$ cat config.mk
export PLATFORM = sky130hd
export DESIGN_NAME = bus_txn_seq
export DESIGN_NICKNAME = d
export VERILOG_FILES = /design/src/rtl/bts_pkg.sv /design/src/rtl/bts_blk_cmp.sv /design/src/rtl/bts_beat_ctr.sv /design/src/rtl/bts_snoop_resp.sv /design/src/rtl/bts_seq_core.sv /design/src/rtl/bus_txn_seq.sv
export SDC_FILE = /design/constraint.sdc
export NUM_CORES = 1
export LEC_CHECK = 0
export BUFFER_PORTS_ARGS = -buffer_cell sky130_fd_sc_hd__buf_2
export CORE_ASPECT_RATIO = 1.75
export CORE_MARGIN = 2
export CORE_UTILIZATION = 40
export CTS_CLUSTER_SIZE = 8
export DETAILED_ROUTE_END_ITERATION = 10
export PLACE_DENSITY = 0.77
export SYNTH_ARGS = -nofsm -noshare
export SYNTH_HDL_FRONTEND = slang
export SYNTH_SLANG_ARGS = --single-unit
$ cat constraint.sdc
create_clock -name clk -period 4.12 [get_ports clk]
set_clock_uncertainty 0.1 [all_clocks]
set_input_delay 0.618 -clock clk [delete_from_list [all_inputs] [get_ports clk]]
set_output_delay 0.618 -clock clk [all_outputs]
set_load 0.05 [all_outputs]
$ cat src/rtl/bts_pkg.sv
package bts_pkg;

  typedef enum logic [1:0] {
    CMD_NONE = 2'b00,
    CMD_RD   = 2'b01,
    CMD_RDX  = 2'b10,
    CMD_UPGR = 2'b11
  } bus_cmd_e;

  typedef enum logic [2:0] {
    ST_IDLE,
    ST_REQ,
    ST_ADDR,
    ST_WAIT_ACK,
    ST_DATA,
    ST_DONE
  } seq_state_e;

  // command gains exclusive ownership
  function automatic logic wants_owner(input bus_cmd_e c);
    return (c == CMD_RDX) || (c == CMD_UPGR);
  endfunction

  // command transfers a line
  function automatic logic moves_data(input bus_cmd_e c);
    return (c == CMD_RD) || (c == CMD_RDX);
  endfunction

  // snooped command destroys other copies
  function automatic logic kills_copy(input bus_cmd_e c);
    return (c == CMD_RDX) || (c == CMD_UPGR);
  endfunction

  // snooped command needs dirty data supplied
  function automatic logic needs_flush(input bus_cmd_e c);
    return (c == CMD_RD) || (c == CMD_RDX);
  endfunction

endpackage

$ cat src/rtl/bts_blk_cmp.sv
module bts_blk_cmp #(
  parameter int ADDR_W = 32,
  parameter int OFFS_W = 6
) (
  input  logic [ADDR_W-1:0] a,
  input  logic [ADDR_W-1:0] b,
  output logic              same_blk
);
  logic [ADDR_W-1:0] diff;
  assign diff = a ^ b;

  generate
    if (OFFS_W == 0) begin : g_full
      assign same_blk = (diff == '0);
    end else begin : g_line
      assign same_blk = ((diff >> OFFS_W) == '0);
    end
  endgenerate
endmodule

$ cat src/rtl/bts_beat_ctr.sv
module bts_beat_ctr #(
  parameter int BEATS = 4
) (
  input  logic clk,
  input  logic rst_n,
  input  logic run,
  input  logic beat,
  output logic last_beat
);
  localparam int CNT_W = (BEATS > 1) ? $clog2(BEATS) : 1;
  localparam logic [CNT_W-1:0] LAST = CNT_W'(BEATS - 1);

  logic [CNT_W-1:0] cnt;

  always_ff @(posedge clk) begin
    if (!rst_n || !run) cnt <= '0;
    else if (beat)      cnt <= cnt + 1'b1;
  end

  assign last_beat = run && beat && (cnt == LAST);
endmodule

$ cat src/rtl/bts_snoop_resp.sv
module bts_snoop_resp
  import bts_pkg::*;
(
  input  logic     clk,
  input  logic     rst_n,
  input  logic     snp_valid,
  input  bus_cmd_e snp_cmd,
  input  logic     snp_hit,
  input  logic     snp_dirty,
  input  logic     held_match,
  output logic     snp_flush,
  output logic     snp_inval,
  output logic     snp_shared,
  output logic     snp_stall
);
  logic live_hit;
  assign live_hit = snp_valid && snp_hit && !held_match;

  always_ff @(posedge clk) begin
    if (!rst_n) begin
      snp_flush  <= 1'b0;
      snp_inval  <= 1'b0;
      snp_shared <= 1'b0;
      snp_stall  <= 1'b0;
    end else begin
      snp_stall  <= snp_valid && held_match;
      snp_flush  <= live_hit && snp_dirty && needs_flush(snp_cmd);
      snp_inval  <= live_hit && kills_copy(snp_cmd);
      snp_shared <= live_hit && (snp_cmd == CMD_RD);
    end
  end
endmodule

$ cat src/rtl/bts_seq_core.sv
module bts_seq_core
  import bts_pkg::*;
#(
  parameter int ADDR_W = 32
) (
  input  logic              clk,
  input  logic              rst_n,
  input  logic              req_valid,
  input  bus_cmd_e          req_cmd,
  input  logic [ADDR_W-1:0] req_addr,
  input  logic              bus_gnt,
  input  logic              bus_ack,
  input  logic              last_beat,
  input  logic              proc_wr_done,
  input  logic              kill_pending,
  output seq_state_e        state,
  output bus_cmd_e          pend_cmd,
  output logic [ADDR_W-1:0] pend_addr,
  output logic              converted,
  output logic              accept_ev,
  output logic              convert_ev
);
  assign accept_ev  = (state == ST_IDLE) && req_valid && (req_cmd != CMD_NONE);
  assign convert_ev = (state == ST_REQ) && kill_pending && (pend_cmd == CMD_UPGR);

  always_ff @(posedge clk) begin
    if (!rst_n) begin
      state     <= ST_IDLE;
      pend_cmd  <= CMD_NONE;
      pend_addr <= '0;
      converted <= 1'b0;
    end else begin
      unique case (state)
        ST_IDLE: begin
          if (accept_ev) begin
            pend_cmd  <= req_cmd;
            pend_addr <= req_addr;
            converted <= 1'b0;
            state     <= ST_REQ;
          end
        end
        ST_REQ: begin
          if (convert_ev) begin
            pend_cmd  <= CMD_RDX;
            converted <= 1'b1;
          end
          if (bus_gnt) state <= ST_ADDR;
        end
        ST_ADDR: state <= ST_WAIT_ACK;
        ST_WAIT_ACK: begin
          if (bus_ack) state <= moves_data(pend_cmd) ? ST_DATA : ST_DONE;
        end
        ST_DATA: begin
          if (last_beat) state <= ST_DONE;
        end
        ST_DONE: begin
          if (!wants_owner(pend_cmd) || proc_wr_done) state <= ST_IDLE;
        end
        default: state <= ST_IDLE;
      endcase
    end
  end
endmodule

$ cat src/rtl/bus_txn_seq.sv
module bus_txn_seq
  import bts_pkg::*;
#(
  parameter int ADDR_W = 32,
  parameter int OFFS_W = 6,
  parameter int BEATS  = 4
) (
  input  logic              clk,
  input  logic              rst_n,
  input  logic              req_valid,
  input  logic [1:0]        req_cmd,
  input  logic [ADDR_W-1:0] req_addr,
  output logic              req_ready,
  output logic              commit_o,
  output logic              txn_done,
  input  logic              proc_wr_done,
  output logic              cmd_converted,
  output logic              bus_req,
  input  logic              bus_gnt,
  output logic              bus_addr_vld,
  output logic [1:0]        bus_cmd,
  output logic [ADDR_W-1:0] bus_addr,
  input  logic              bus_ack,
  input  logic              bus_beat,
  input  logic              snp_valid,
  input  logic [1:0]        snp_cmd,
  input  logic [ADDR_W-1:0] snp_addr,
  input  logic              snp_hit,
  input  logic              snp_dirty,
  output logic              snp_flush,
  output logic              snp_inval,
  output logic              snp_shared,
  output logic              snp_stall
);
  seq_state_e        state;
  bus_cmd_e          pend_cmd;
  logic [ADDR_W-1:0] pend_addr;
  logic              pend_match;
  logic              kill_pending;
  logic              held_match;
  logic              last_beat;
  logic              accept_ev;
  logic              convert_ev;
  logic              own_phase;
  bus_cmd_e          snp_cmd_e;
  bus_cmd_e          req_cmd_e;

  assign snp_cmd_e = bus_cmd_e'(snp_cmd);
  assign req_cmd_e = bus_cmd_e'(req_cmd);

  bts_blk_cmp #(.ADDR_W(ADDR_W), .OFFS_W(OFFS_W)) u_cmp (
    .a        (snp_addr),
    .b        (pend_addr),
    .same_blk (pend_match)
  );

  assign kill_pending = snp_valid && kills_copy(snp_cmd_e) && pend_match;

  assign own_phase = wants_owner(pend_cmd) &&
                     ((state == ST_ADDR) || (state == ST_WAIT_ACK) ||
                      (state == ST_DATA) || (state == ST_DONE));
  assign held_match = own_phase && pend_match;

  bts_seq_core #(.ADDR_W(ADDR_W)) u_core (
    .clk          (clk),
    .rst_n        (rst_n),
    .req_valid    (req_valid),
    .req_cmd      (req_cmd_e),
    .req_addr     (req_addr),
    .bus_gnt      (bus_gnt),
    .bus_ack      (bus_ack),
    .last_beat    (last_beat),
    .proc_wr_done (proc_wr_done),
    .kill_pending (kill_pending),
    .state        (state),
    .pend_cmd     (pend_cmd),
    .pend_addr    (pend_addr),
    .converted    (cmd_converted),
    .accept_ev    (accept_ev),
    .convert_ev   (convert_ev)
  );

  bts_beat_ctr #(.BEATS(BEATS)) u_beats (
    .clk       (clk),
    .rst_n     (rst_n),
    .run       (state == ST_DATA),
    .beat      (bus_beat),
    .last_beat (last_beat)
  );

  bts_snoop_resp u_snoop (
    .clk        (clk),
    .rst_n      (rst_n),
    .snp_valid  (snp_valid),
    .snp_cmd    (snp_cmd_e),
    .snp_hit    (snp_hit),
    .snp_dirty  (snp_dirty),
    .held_match (held_match),
    .snp_flush  (snp_flush),
    .snp_inval  (snp_inval),
    .snp_shared (snp_shared),
    .snp_stall  (snp_stall)
  );

  assign req_ready    = (state == ST_IDLE);
  assign bus_req      = (state == ST_REQ);
  assign bus_addr_vld = (state == ST_ADDR);
  assign bus_cmd      = bus_addr_vld ? pend_cmd : CMD_NONE;
  assign bus_addr     = bus_addr_vld ? pend_addr : '0;
  assign commit_o     = bus_addr_vld && wants_owner(pend_cmd);
  assign txn_done     = (state == ST_DONE);
endmodule

==> metrics.txt <==
ANT nets after route=0; Worst R2R Path Depth=4; crit path max fanout=33; GRT overflow=0; CP arrival=2.42 ns; final instance area=0.00311 mm2; Min-Delay Startpoint=u_core.pend_addr[2]; Non-Filler Instances=486; Root Driver=clkbuf_8; leading area contributor after synthesis=dfxtp_1; flops & latches, synth=44; DIE AREA=0.00671 mm2; Cell Rows=37; first-pass GRT wire length=10100 um; H-tree depth=2; Placed Area=0.00302 mm2; Gate Count Post-Synth=303; top-area cell type share of the netlist area=0.364; Post-Syn Area=0.00242 mm2; launching point of the worst reg2reg path=u_core.state[0]; Leak=1.44 nW; CTS tree=yes; hpwl dp=4840 um; Final Util=0.530; Main synth FF type=dfxtp_1; core area=0.00588 mm2; Multi-input gate area=0.00143 mm2; final net count=492; Hold Buf Count CTS=0; Residual DRC=0; crit path launch type=flop; setup bufs post-CTS=0; 1st-iter DRT viols=between 70 and 80; Clock Pin Slew Worst Setup and Hold Paths=about 0.080 ns; worst hold slack=0.352 ns; final hold vios=0; antenna violations before repair=0; PostCTS Resize Cnt=0; CP Data Required Time=~3.4 ns; WL final=6250 um; Synth async-reset ratio=0; post-synth cell types=33; Synth warnings=0; R2R Setup Slk=1.85 ns; GRT Overall Usage=0.191; Final Power=around 1.0 mW; gp weighted congestion=0.858; Syn Nets=387; number of global-route vias before repair=between 2000 and 2500; # fillers=~590; outcome=completed; Hold Crit Depth=2; Min Clock Period, post-route=3.13 ns; setup slack at placement=1.22 ns; Skew-Pair Late Insertion Delay=0.29 ns; Cells after DPL=479; antenna cells=0; final slew viol count=0; period utilization=0.761; initial core utilization=0.412; Max-cap violations=0; Rel. slew slack=0.230; Seq/Total Area, Yosys=0.364; Power Density=334 mW/mm2; CP startpoint=u_core.state[1]; crit path kind=reg -> out; CP Capture Type=output port; end of the worst hold path=u_core.pend_addr[2]; Pre-antenna DRT Iters=4; Fmax=about 320 MHz; Ports=~120; post-route setup TNS=0 ns; RSZ-0062 raised after global routing=false; Setup-failing EPs final=0; vias per inst=4.81; Post-synth EDFFs=0; clk buf depth=2; Register Area=881 um2; TritonCTS Sinks=44; CTS Buf Count=5; HP Class=reg -> reg; final setup margin=0.986 ns; layout cells sized above 1=0.314; die extent in y=~110 um; largest net degree at the start of global routing=44; area grow syn2layout=28.7%; Worst VDD drop=roughly 0.26 mV; post-synthesis average cell area=7.99 um2; Avg WL per Cell=12.9 um; DR vias=~2300; reg2reg end=u_core.pend_cmd[1]; Worst Tran Pin Value=between 1 and 1.5 ns; synth top area cells=dfxtp_1, nand2_1, xnor2_1, a21boi_1, and2_1; Buffers on Ports=115; Die Width=around 63 um
## layer usage
metal,share of wire,vias to the layer above,GRT usage,routed length (um)
li1,-,1194,-,-
met1,0.38,1061,0.199,2360
met2,0.55,72,0.367,3440
met3,0.049,11,0.0378,306
met4,0.022,0,0.0778,136
met5,0,-,0,0
## power breakdown
group	total (mW)	switching (mW)	internal (mW)
Clock	0.287	0.137	0.149
Sequential	0.494	0.0352	0.458
Combinational	0.261	0.159	0.103
## cell usage in the layout, fill, tap and decap left out, types with 7 or more instances in the layout
cell type / netlist / layout
buf_2: 5 / 115
nand2_1: 75 / 75
dfxtp_1: 44 / 44
and2_1: 35 / 35
a21boi_1: 30 / 30
xnor2_1: 27 / 27
nor2_1: 12 / 11
clkbuf_8: 0 / 7
## synth_stat cells, drive strengths merged (2+ instances only)
| master | n |
|---|---|
| nand2 | 75 |
| dfxtp | 44 |
| and2 | 36 |
| a21boi | 32 |
| xnor2 | 27 |
| nor2 | 12 |
| clkbuf | 10 |
| buf | 8 |
| nor3 | 7 |
| ha | 6 |
| inv | 6 |
| nand4 | 6 |
| a21oi | 5 |
| a31oi | 4 |
| nand3 | 3 |
| o211ai | 3 |
| o21a | 3 |
| o21ai | 3 |
| nand2b | 2 |
| nor2b | 2 |
## critical path: stages (launching register included)
cell and delay (ns):
dfxtp_1 0.54, nand2b_1 0.24, nor2_2 0.82, and2_2 0.27
buf_2 0.25
## state kept, by name (all words and copies together), names as in the netlist
name	count
u_core.converted	1
u_core.pend_cmd	2
u_beats.cnt	2
u_core.state	3
u_snoop.snp_flush	1
u_core.pend_addr	32
u_snoop.snp_shared	1
u_snoop.snp_stall	1
u_snoop.snp_inval	1
## logic make-up (layout without fill, tap and decap cells)
| kind of cell | count (synthesis) | after routing | synth area share |
|---|---|---|---|
| AO/OA/AOI/OAI | 52 | 52 | 0.155 |
| XOR/XNOR | 27 | 27 | 0.0977 |
| adder cells (fa/ha/maj) | 6 | 6 | 0.0310 |
| buffers and inverters | 24 | 129 | 0.0445 |
| flip-flops | 44 | 44 | 0.364 |
| multiplexers | 1 | 1 | 0.00414 |
| AND/OR/NAND/NOR | 149 | 149 | 0.304 |
## final cells by class
| cell class | instances | share of cell area |
|---|---|---|
| Multi-Input combinational cell | 235 | 0.460 |
| Sequential cell | 44 | 0.283 |
| Clock buffer | 7 | 0.0309 |
| Inverter | 6 | 0.00723 |
| Timing Repair Buffer | 116 | 0.187 |
| Tap cell | 78 | 0.0313 |
## how the worst max path moves through the flow
stage / cells after the start / endpoint / slack (ns)
after floorplan: 3 / commit_o / 1.65
after global placement: 4 / bus_addr[27] / 1.24
after detailed placement: 4 / bus_addr[27] / 1.22
after CTS: 4 / bus_addr[27] / 0.89
after global routing: 4 / bus_addr[27] / 0.72
final: 4 / bus_addr[27] / 0.99
(Power assumes the default switching activity.)
